===== src/rtl/ctmr_pkg.sv =====
package ctmr_pkg;

    typedef enum logic [1:0] {
        ST_COUNT  = 2'd0,
        ST_T_IDLE = 2'd1,
        ST_T_RUN  = 2'd2
    } ctmr_state_e;

    typedef enum logic {
        MODE_COUNT = 1'b0,
        MODE_TIMER = 1'b1
    } ctmr_mode_e;

    typedef struct packed {
        logic inc;
        logic dec;
        logic clr;
        logic start;
        logic stop;
    } ctmr_cmd_t;

endpackage


===== src/rtl/ctmr_term_regs.sv =====
module ctmr_term_regs #(
    parameter int N      = 2,
    parameter int W      = 51,
    parameter int UNIT_W = 1
) (
    input  logic                  clk,
    input  logic                  rst_n,
    input  logic                  wr,
    input  logic                  sel,
    input  logic [UNIT_W-1:0]     unit,
    input  logic [W-1:0]          wdata,
    output logic [N-1:0][W-1:0]   term
);

    for (genvar i = 0; i < N; i++) begin : g_term
        always_ff @(posedge clk) begin
            if (!rst_n) begin
                term[i] <= '1;
            end else if (wr && sel && (unit == UNIT_W'(i))) begin
                term[i] <= wdata;
            end
        end
    end

endmodule


===== src/rtl/ctmr_core.sv =====
module ctmr_core
    import ctmr_pkg::*;
#(
    parameter int W = 51
) (
    input  logic              clk,
    input  logic              rst_n,
    input  logic              mode_set,
    input  ctmr_mode_e        mode_val,
    input  ctmr_cmd_t         cmd,
    input  logic [W-1:0]      term,
    output logic [W-1:0]      val,
    output logic              match,
    output ctmr_state_e       state
);

    localparam logic [W-1:0] VAL_MAX = '1;
    localparam logic [W-1:0] VAL_ONE = W'(1);

    ctmr_state_e  state_nxt;
    logic [W-1:0] val_q;
    logic [W-1:0] val_nxt;
    logic         at_max;
    logic         at_zero;

    assign at_max  = (val_q == VAL_MAX);
    assign at_zero = (val_q == '0);

    // state register
    always_ff @(posedge clk) begin
        if (!rst_n) begin
            state <= ST_COUNT;
        end else begin
            state <= state_nxt;
        end
    end

    // transitions
    always_comb begin
        state_nxt = state;
        unique case (state)
            ST_COUNT: begin
                if (mode_set && mode_val == MODE_TIMER) state_nxt = ST_T_IDLE;
            end
            ST_T_IDLE: begin
                if (mode_set && mode_val == MODE_COUNT) state_nxt = ST_COUNT;
                else if (cmd.start && !cmd.stop)        state_nxt = ST_T_RUN;
            end
            ST_T_RUN: begin
                if (mode_set && mode_val == MODE_COUNT) state_nxt = ST_COUNT;
                else if (cmd.stop)                      state_nxt = ST_T_IDLE;
            end
            default: state_nxt = ST_COUNT;
        endcase
    end

    // value update per state
    always_comb begin
        val_nxt = val_q;
        unique case (state)
            ST_COUNT: begin
                if (cmd.clr)                                   val_nxt = '0;
                else if (cmd.inc && !cmd.dec && !at_max)       val_nxt = val_q + VAL_ONE;
                else if (cmd.dec && !cmd.inc && !at_zero)      val_nxt = val_q - VAL_ONE;
            end
            ST_T_IDLE: begin
                if (cmd.clr) val_nxt = '0;
            end
            ST_T_RUN: begin
                if (cmd.clr)                       val_nxt = '0;
                else if (!cmd.stop && !at_max)     val_nxt = val_q + VAL_ONE;
            end
            default: val_nxt = '0;
        endcase
    end

    always_ff @(posedge clk) begin
        if (!rst_n) begin
            val_q <= '0;
        end else begin
            val_q <= val_nxt;
        end
    end

    assign val   = val_q;
    assign match = (val_q == term);

endmodule


===== src/rtl/trig_ctmr_bank.sv =====
module trig_ctmr_bank
    import ctmr_pkg::*;
#(
    parameter int N_UNITS = 2,
    parameter int CNT_W   = 51,
    parameter int UNIT_W  = (N_UNITS > 1) ? $clog2(N_UNITS) : 1
) (
    input  logic                 clk,
    input  logic                 rst_n,
    input  logic [N_UNITS-1:0]   cmd_inc,
    input  logic [N_UNITS-1:0]   cmd_dec,
    input  logic [N_UNITS-1:0]   cmd_clr,
    input  logic [N_UNITS-1:0]   cmd_start,
    input  logic [N_UNITS-1:0]   cmd_stop,
    input  logic                 cfg_wr,
    input  logic [UNIT_W-1:0]    cfg_unit,
    input  logic                 cfg_sel,
    input  logic [CNT_W-1:0]     cfg_wdata,
    input  logic [UNIT_W-1:0]    rd_unit,
    output logic [CNT_W-1:0]     rd_value,
    output logic [N_UNITS-1:0]   match
);

    logic [N_UNITS-1:0][CNT_W-1:0] unit_term;
    logic [N_UNITS-1:0][CNT_W-1:0] unit_val;
    ctmr_state_e [N_UNITS-1:0]     unit_state;
    ctmr_mode_e                    mode_val;

    assign mode_val = ctmr_mode_e'(cfg_wdata[0]);

    ctmr_term_regs #(
        .N      (N_UNITS),
        .W      (CNT_W),
        .UNIT_W (UNIT_W)
    ) u_term (
        .clk   (clk),
        .rst_n (rst_n),
        .wr    (cfg_wr),
        .sel   (cfg_sel),
        .unit  (cfg_unit),
        .wdata (cfg_wdata),
        .term  (unit_term)
    );

    for (genvar i = 0; i < N_UNITS; i++) begin : g_unit
        ctmr_cmd_t cmd;
        logic      mode_set;

        assign cmd.inc   = cmd_inc[i];
        assign cmd.dec   = cmd_dec[i];
        assign cmd.clr   = cmd_clr[i];
        assign cmd.start = cmd_start[i];
        assign cmd.stop  = cmd_stop[i];
        assign mode_set  = cfg_wr && !cfg_sel && (cfg_unit == UNIT_W'(i));

        ctmr_core #(.W(CNT_W)) u_core (
            .clk      (clk),
            .rst_n    (rst_n),
            .mode_set (mode_set),
            .mode_val (mode_val),
            .cmd      (cmd),
            .term     (unit_term[i]),
            .val      (unit_val[i]),
            .match    (match[i]),
            .state    (unit_state[i])
        );
    end

    always_comb begin
        rd_value = '0;
        for (int k = 0; k < N_UNITS; k++) begin
            if (rd_unit == UNIT_W'(k)) rd_value = unit_val[k];
        end
    end

endmodule


===== config.mk =====
export PLATFORM = sky130hd
export DESIGN_NAME = trig_ctmr_bank
export DESIGN_NICKNAME = d
export VERILOG_FILES = /design/src/rtl/ctmr_pkg.sv /design/src/rtl/ctmr_term_regs.sv /design/src/rtl/ctmr_core.sv /design/src/rtl/trig_ctmr_bank.sv
export SDC_FILE = /design/constraint.sdc
export NUM_CORES = 1
export LEC_CHECK = 0
export BUFFER_PORTS_ARGS = -buffer_cell sky130_fd_sc_hd__buf_2
export CAP_MARGIN = 10
export CORE_MARGIN = 2
export CORE_UTILIZATION = 50
export CTS_BUF_LIST = sky130_fd_sc_hd__clkbuf_16
export DETAILED_ROUTE_END_ITERATION = 8
export PLACE_DENSITY = 0.74
export SETUP_SLACK_MARGIN = 0.05
export SYNTH_ARGS = -nofsm -noshare
export SYNTH_HDL_FRONTEND = slang
export SYNTH_SLANG_ARGS = --single-unit

===== constraint.sdc =====
create_clock -name clk -period 4.9 [get_ports clk]
set_input_delay 0.49 -clock clk [delete_from_list [all_inputs] [get_ports clk]]
set_output_delay 0.49 -clock clk [all_outputs]
set_load 0.02 [all_outputs]

==> impl_metrics.tcl, run 1 <==
set metrics [dict create \
    run_status "finished clean" \
    p_per_area_mw_per_mm2 450.0 \
    remaining_drc_errors 0 \
    floorplan.rows 60 \
    post_cts_buffers 0 \
    period_share_pct 80.46 \
    async_reset_ff_share_pct 0 \
    drtAntennaViolNets 0 \
    leakagePower_nw 6.093 \
    postSynthAreaPerCell_um2 7.195 \
    worstSetupEndpointType "register" \
    floorplan.die_area_mm2 0.02892 \
    grt_pass1_wl_um 86680 \
    route.vias.total 15645 \
    cellInternalPower_mw 3.988 \
    final_setup_slack_of_the_worst_path_ns 0.9576 \
    seq_area_frac_synth_pct 30.21 \
    required_ns 5.39 \
    fmax_ghz 0.2537 \
    synth.yosys.warnings 0 \
    fin_worst_skew_ns 0.01575 \
    grt_overflow_total 0 \
    timing.setup.critical_path_class "reg2reg" \
    post_drt_via_cell_ratio 6.823 \
    areaGrowthSynthToFinish_pct 11.46 \
    dp_hpwl_um 42810 \
    core_area_mm2 0.02703 \
    syn-num-nets 1987 \
    post-route-min-period_ns 3.942 \
    synth_enable_flop_cells 0 \
    fin_nets 2005 \
    drt_first_iter_violations 2451 \
    worst_setup_path_start_kind "register" \
    tritoncts_clock_tree "yes" \
    drt_wl_total_um 58410 \
    layout_common_cells "nand2_1, dfxtp_1, nand3_1, buf_2, o21ai_0" \
    num-fill-cells 2584 \
    rsz0062_at_grt "false" \
    worst_ir_drop_vdd_mv 0.3152 \
    place_area_mm2 0.01455 \
    tritoncts_buffers 25 \
    via_count_of_the_first_global_routing_pass 14159 \
    maxCapViolCount 0 \
    timing_max_transition_violations_final 0 \
    grt_max_degree 82 \
    synth_cell_type_count 81 \
    path_clk_slew_ns 0.06 \
    clk_path_buf_depth 3 \
    ys.flop_type "dfxtp_1" \
    comb_power_share_pct 41.3 \
    cts-hold-fix-buffers 0 \
    dieHeight_um 170.0 \
    io-pin-count 120 \
    postSynthCellCount 1916 \
    htree_num_levels 1 \
    wl_per_cell_um 25.47 \
    most_common_cell_after_layout_fill_and_taps_aside "nand2_1" \
    cts.root.buffer_cell "clkbuf_16" \
    finish.instance_area_mm2 0.01537 \
    post-layout-total-power_mw 6.915 \
    clock_sinks 208 \
    post_cts_resized 0 \
    cp_data_arrival_time_ns 4.43 \
    ys_seq_elements 208 \
    worst_slew_margin_rel_pct 16.59 \
    die_w_um 170.0 \
    clk_pwr_share_pct 27.7 \
    seq_power_share_pct 31.0 \
    clock_insertion_delay_at_the_later_pin_of_the_skew_report_ns 0.56 \
    insertedDiodeCount 0 \
    firstDrtPassIters 5 \
    finalSetupViolCount 0 \
    holdCritPathClass "in2reg" \
    worst_pin_slew_ns 1.243 \
    critical_path.max_fanout 14 \
    finalSetupTns_ns 0 \
    gp_routability_congestion 1.041 \
    swShare_pct 42.32 \
    grt_antenna_before_repair 0 \
    buffer_ports.inserted 119 \
    cell_area_synth_mm2 0.01379 \
    groute.usage.overall_pct 39.40 \
    post_route_cells_drive_above_1_share_pct 14.60 \
    power.switching_mw 2.927 \
    hold_viol 0 \
    preCtsSetupSlack_ns 1.194 \
    initial_utilization_pct 51.01 \
]
==> worst max-delay path: stages, from the launching register on <==
cell and delay, ns:
dfxtp_1 0.55, inv_1 0.21, ha_1 0.28, nor4b_1 0.15, buf_4 0.16, nand4_1 0.24, nor4_1 0.08, o311ai_0 0.58
and2_0 0.47, nand2_1 0.44, or4_1 0.61, o21ai_1 0.09
==> cell families after synthesis <==
kind of cell             after synthesis  synth area share [%]
AND/OR/NAND/NOR                      942                 34.38
adder cells (fa/ha/maj)                4                0.3631
multiplexers                          46                 3.667
AO/OA/AOI/OAI                        389                 18.22
buffers and inverters                216                 6.117
flip-flops                           208                 30.21
XOR/XNOR                             111                 7.052
==> worst paths after layout <==
path | startpoint | to | slack [ns] | cells after the start
worst max-delay path | g_unit[1].u_core.val[0]$_SDFFE_PN0P_ | g_unit[1].u_core.val[35]$_SDFFE_PN0P_ | 0.96 | 11
worst min-delay path | cmd_stop[0] | g_unit[0].u_core.state[1]$_SDFFE_PN0P_ | 0.14 | 2
worst max register to register | g_unit[1].u_core.val[0]$_SDFFE_PN0P_ | g_unit[1].u_core.val[35]$_SDFFE_PN0P_ | 0.96 | 11
worst min register to register | u_term.term[18]$_SDFFE_PN1P_ | u_term.term[18]$_SDFFE_PN1P_ | 0.48 | 2
==> cells in the mapped netlist, types with 41 or more instances <==
library cell | instances | share of area [%]
nand3_1 | 163 | 5.9
xor2_1 | 59 | 3.7
dfxtp_1 | 208 | 30
a21oi_1 | 78 | 2.8
xnor2_1 | 52 | 3.3
nor3_1 | 76 | 2.8
clkbuf_1 | 159 | 4.3
nand2_1 | 323 | 8.8
o21ai_0 | 106 | 3.8
nor4_1 | 53 | 2.4
nor2_1 | 94 | 2.6
nand4_1 | 47 | 2.1
or3_1 | 41 | 1.9
==> routing by layer <==
metal,vias to the layer above,GRT usage (%),part of all wire (%)
met5,-,0,0
met3,221,7.116,13
met2,1147,57.72,42
met4,0,20.62,6.1
li1,6963,-,-
met1,7314,54.99,40
==> final cells by class <==
cell class | instances | area, µm² | area share, %
Clock inverter | 20 | 193.9 | 1.262
Sequential cell | 208 | 4164 | 27.10
Multi-Input combinational cell | 1492 | 8806 | 57.31
Timing Repair Buffer | 178 | 1041 | 6.775
Tap cell | 341 | 426.7 | 2.777
Clock buffer | 25 | 625.6 | 4.071
Inverter | 29 | 108.9 | 0.7084
==> power groups by stage <==
stage / clock network (mW) / logic (mW) / registers [mW]
3_5_place_dp: 0 / 2.75 / 2.16
6_report: 1.92 / 2.86 / 2.14
2_1_floorplan: 0 / 2.12 / 1.94
3_3_place_gp: 0 / 2.73 / 2.15
4_1_cts: 1.92 / 2.77 / 2.12
5_1_grt: 1.98 / 3.08 / 2.15
==> per-stage QoR <==
step / utilization (%) / hold slack [ns] / cells
2_1_floorplan: - / 0.4593 / 1916
3_3_place_gp: 53.82 / 0.4664 / 2248
3_5_place_dp: 53.82 / 0.4730 / 2248
4_1_cts: 56.86 / 0.1352 / 2293
5_1_grt: 56.86 / 0.1484 / 2293
6_report: 56.86 / 0.1395 / 2293
==> state kept, by name, indices dropped and copies added (netlist names) <==
| name | count |
|---|---|
| g_unit.u_core.val | 102 |
| u_term.term | 102 |
| g_unit.u_core.state | 4 |
(Power assumes the default switching activity.)
==> inputs of run 2 (changes only) <==
Settings changed: PLACE_DENSITY 0.74 to 0.76.
Clock period 4.9 ns to 3.55 ns, I/O delays scaled along.
==> impl_metrics.tcl, run 2 (synthesis gave the netlist of run 1 again) <==
set metrics [dict create \
    floorplan.die_area_mm2 0.02892 \
    cp_slowest_stage_delay_ns 0.54 \
    worstHoldPathCells 2 \
    firstDrtPassIters 7 \
    hold_viol 0 \
    critical_path.max_fanout 7 \
    critPathSlowestCell "or3_1" \
    timing_max_transition_violations_final 0 \
    post-route-min-period_ns 3.281 \
    leakagePower_nw 6.583 \
    seq_power_share_pct 29.2 \
    cp_data_arrival_time_ns 3.72 \
    critical_path_cell_count 8 \
    preCtsSetupSlack_ns 0.3617 \
    final_setup_slack_of_the_worst_path_ns 0.2691 \
    clk_path_buf_depth 3 \
    dieHeight_um 170.0 \
    grt_antenna_before_repair 3 \
    power.switching_mw 4.048 \
    maxCapViolCount 0 \
    grt_max_degree 102 \
    fin_worst_skew_ns 0.02317 \
    drt_first_iter_violations 2442 \
    timing.setup.critical_path_class "reg2reg" \
    tritoncts_buffers 24 \
    post-layout-total-power_mw 9.674 \
    die_w_um 170.0 \
    layout_common_cells "nand2_1, dfxtp_1, nand3_1, buf_4, buf_2" \
    clk_pwr_share_pct 25.4 \
    post_route_cells_drive_above_1_share_pct 18.24 \
    htree_num_levels 1 \
    worst_pin_slew_ns 1.086 \
    timing.hold.ws_ns 0.01385 \
    initial_utilization_pct 51.01 \
    gp_routability_congestion 1.016 \
    cts.root.buffer_cell "clkbuf_16" \
    worst_slew_margin_rel_pct 27.57 \
    finish.utilization_pct 59.50 \
    timing.critical_path.cells "nand3_1 -> or3_1 -> nand4bb_1 -> or3_1 -> nor3_1 -> nand3_1 -> o31a_1 -> o32ai_1" \
    cts-hold-fix-buffers 0 \
    period_share_pct 92.42 \
    critPathTopFamily "simple AND/OR/NAND/NOR gates" \
    most_common_cell_after_layout_fill_and_taps_aside "nand2_1" \
    clock_sinks 208 \
    worstSetupEndpointType "register" \
    remaining_drc_errors 0 \
    post_drt_via_cell_ratio 6.734 \
    cell_count_after_placement 2338 \
    worst-path-buf-inv 0 \
    core_area_mm2 0.02703 \
    finalSetupTns_ns 0 \
    insertedDiodeCount 0 \
    tritoncts_clock_tree "yes" \
    grt_overflow_total 0 \
    rsz0062_at_grt "false" \
    reg2reg_depth 8 \
    wl_per_cell_um 25.36 \
    groute.usage.overall_pct 40.72 \
    via_count_of_the_first_global_routing_pass 14584 \
    comb_power_share_pct 45.4 \
    p_per_area_mw_per_mm2 601.6 \
    swShare_pct 41.84 \
    worst_setup_path_start_kind "register" \
    grt_pass1_wl_um 89270 \
    fin_nets 2094 \
    drtAntennaViolNets 0 \
    run_status "finished clean" \
    dp_hpwl_um 45330 \
    drt_wl_total_um 60380 \
    required_ns 3.99 \
    fmax_ghz 0.3048 \
    worst_ir_drop_vdd_mv 0.4000 \
    cellInternalPower_mw 5.626 \
    route.vias.total 16034 \
    io-pin-count 120 \
    path_clk_slew_ns 0.06 \
    place_area_mm2 0.01532 \
    buffer_ports.inserted 119 \
    finalSetupViolCount 0 \
    clock_insertion_delay_at_the_later_pin_of_the_skew_report_ns 0.55 \
    finish.instance_area_mm2 0.01608 \
    final-instance-count-excl-fill 2381 \
    areaGrowthSynthToFinish_pct 16.65 \
    holdCritPathClass "in2reg" \
    floorplan.rows 60 \
]
==> run 2: power by group through the flow <==
stage	logic [mW]	registers [mW]	clock network, mW
after floorplan	2.92	2.68	0
final	4.39	2.83	2.45
after global placement	4.20	2.86	0
after detailed placement	4.22	2.86	0
after global routing	4.73	2.85	2.54
after CTS	4.25	2.81	2.45
==> run 2: repair_timing <==
item | CTS | global route
setup endpoints to repair | 0 | 15
buffers inserted | 0 | 0
gates resized for setup | 0 | 2
==> run 2: layer usage <==
metal	track usage (%)	vias up	wire (µm)
li1	-	7148	-
met1	55.45	7527	23850
met2	60.07	1153	25190
met3	9.930	206	7852
met4	19.96	0	3485
met5	0	-	0
==> run 2: worst register-to-register path, cell delays in order (launching register included) <==
cell       delay, ns
dfxtp_1         0.46
nand3_1         0.33
or3_1           0.54
nand4bb_1       0.35
or3_1           0.47
nor3_1          0.35
nand3_1         0.18
o31a_1          0.26
o32ai_1         0.22
==> run 2: layout make-up <==
cell class | count | area (µm²)
clock inverter | 19 | 157.7
inverter | 29 | 108.9
fill | 2519 | 10940
sequential | 208 | 4165
multi-input combinational | 1492 | 8806
timing repair buffer | 268 | 1817
tap | 341 | 426.7
clock buffer | 24 | 600.6
==> run 2: worst paths after layout <==
check                                       start  slack, ns                                endpoint
max reg2reg  g_unit[1].u_core.val[2]$_SDFFE_PN0P_       0.27   g_unit[1].u_core.val[41]$_SDFFE_PN0P_
max          g_unit[1].u_core.val[2]$_SDFFE_PN0P_       0.27   g_unit[1].u_core.val[41]$_SDFFE_PN0P_
min                                   cmd_stop[1]       0.01  g_unit[1].u_core.state[1]$_SDFFE_PN0P_
min reg2reg           u_term.term[4]$_SDFFE_PN1P_       0.48             u_term.term[4]$_SDFFE_PN1P_
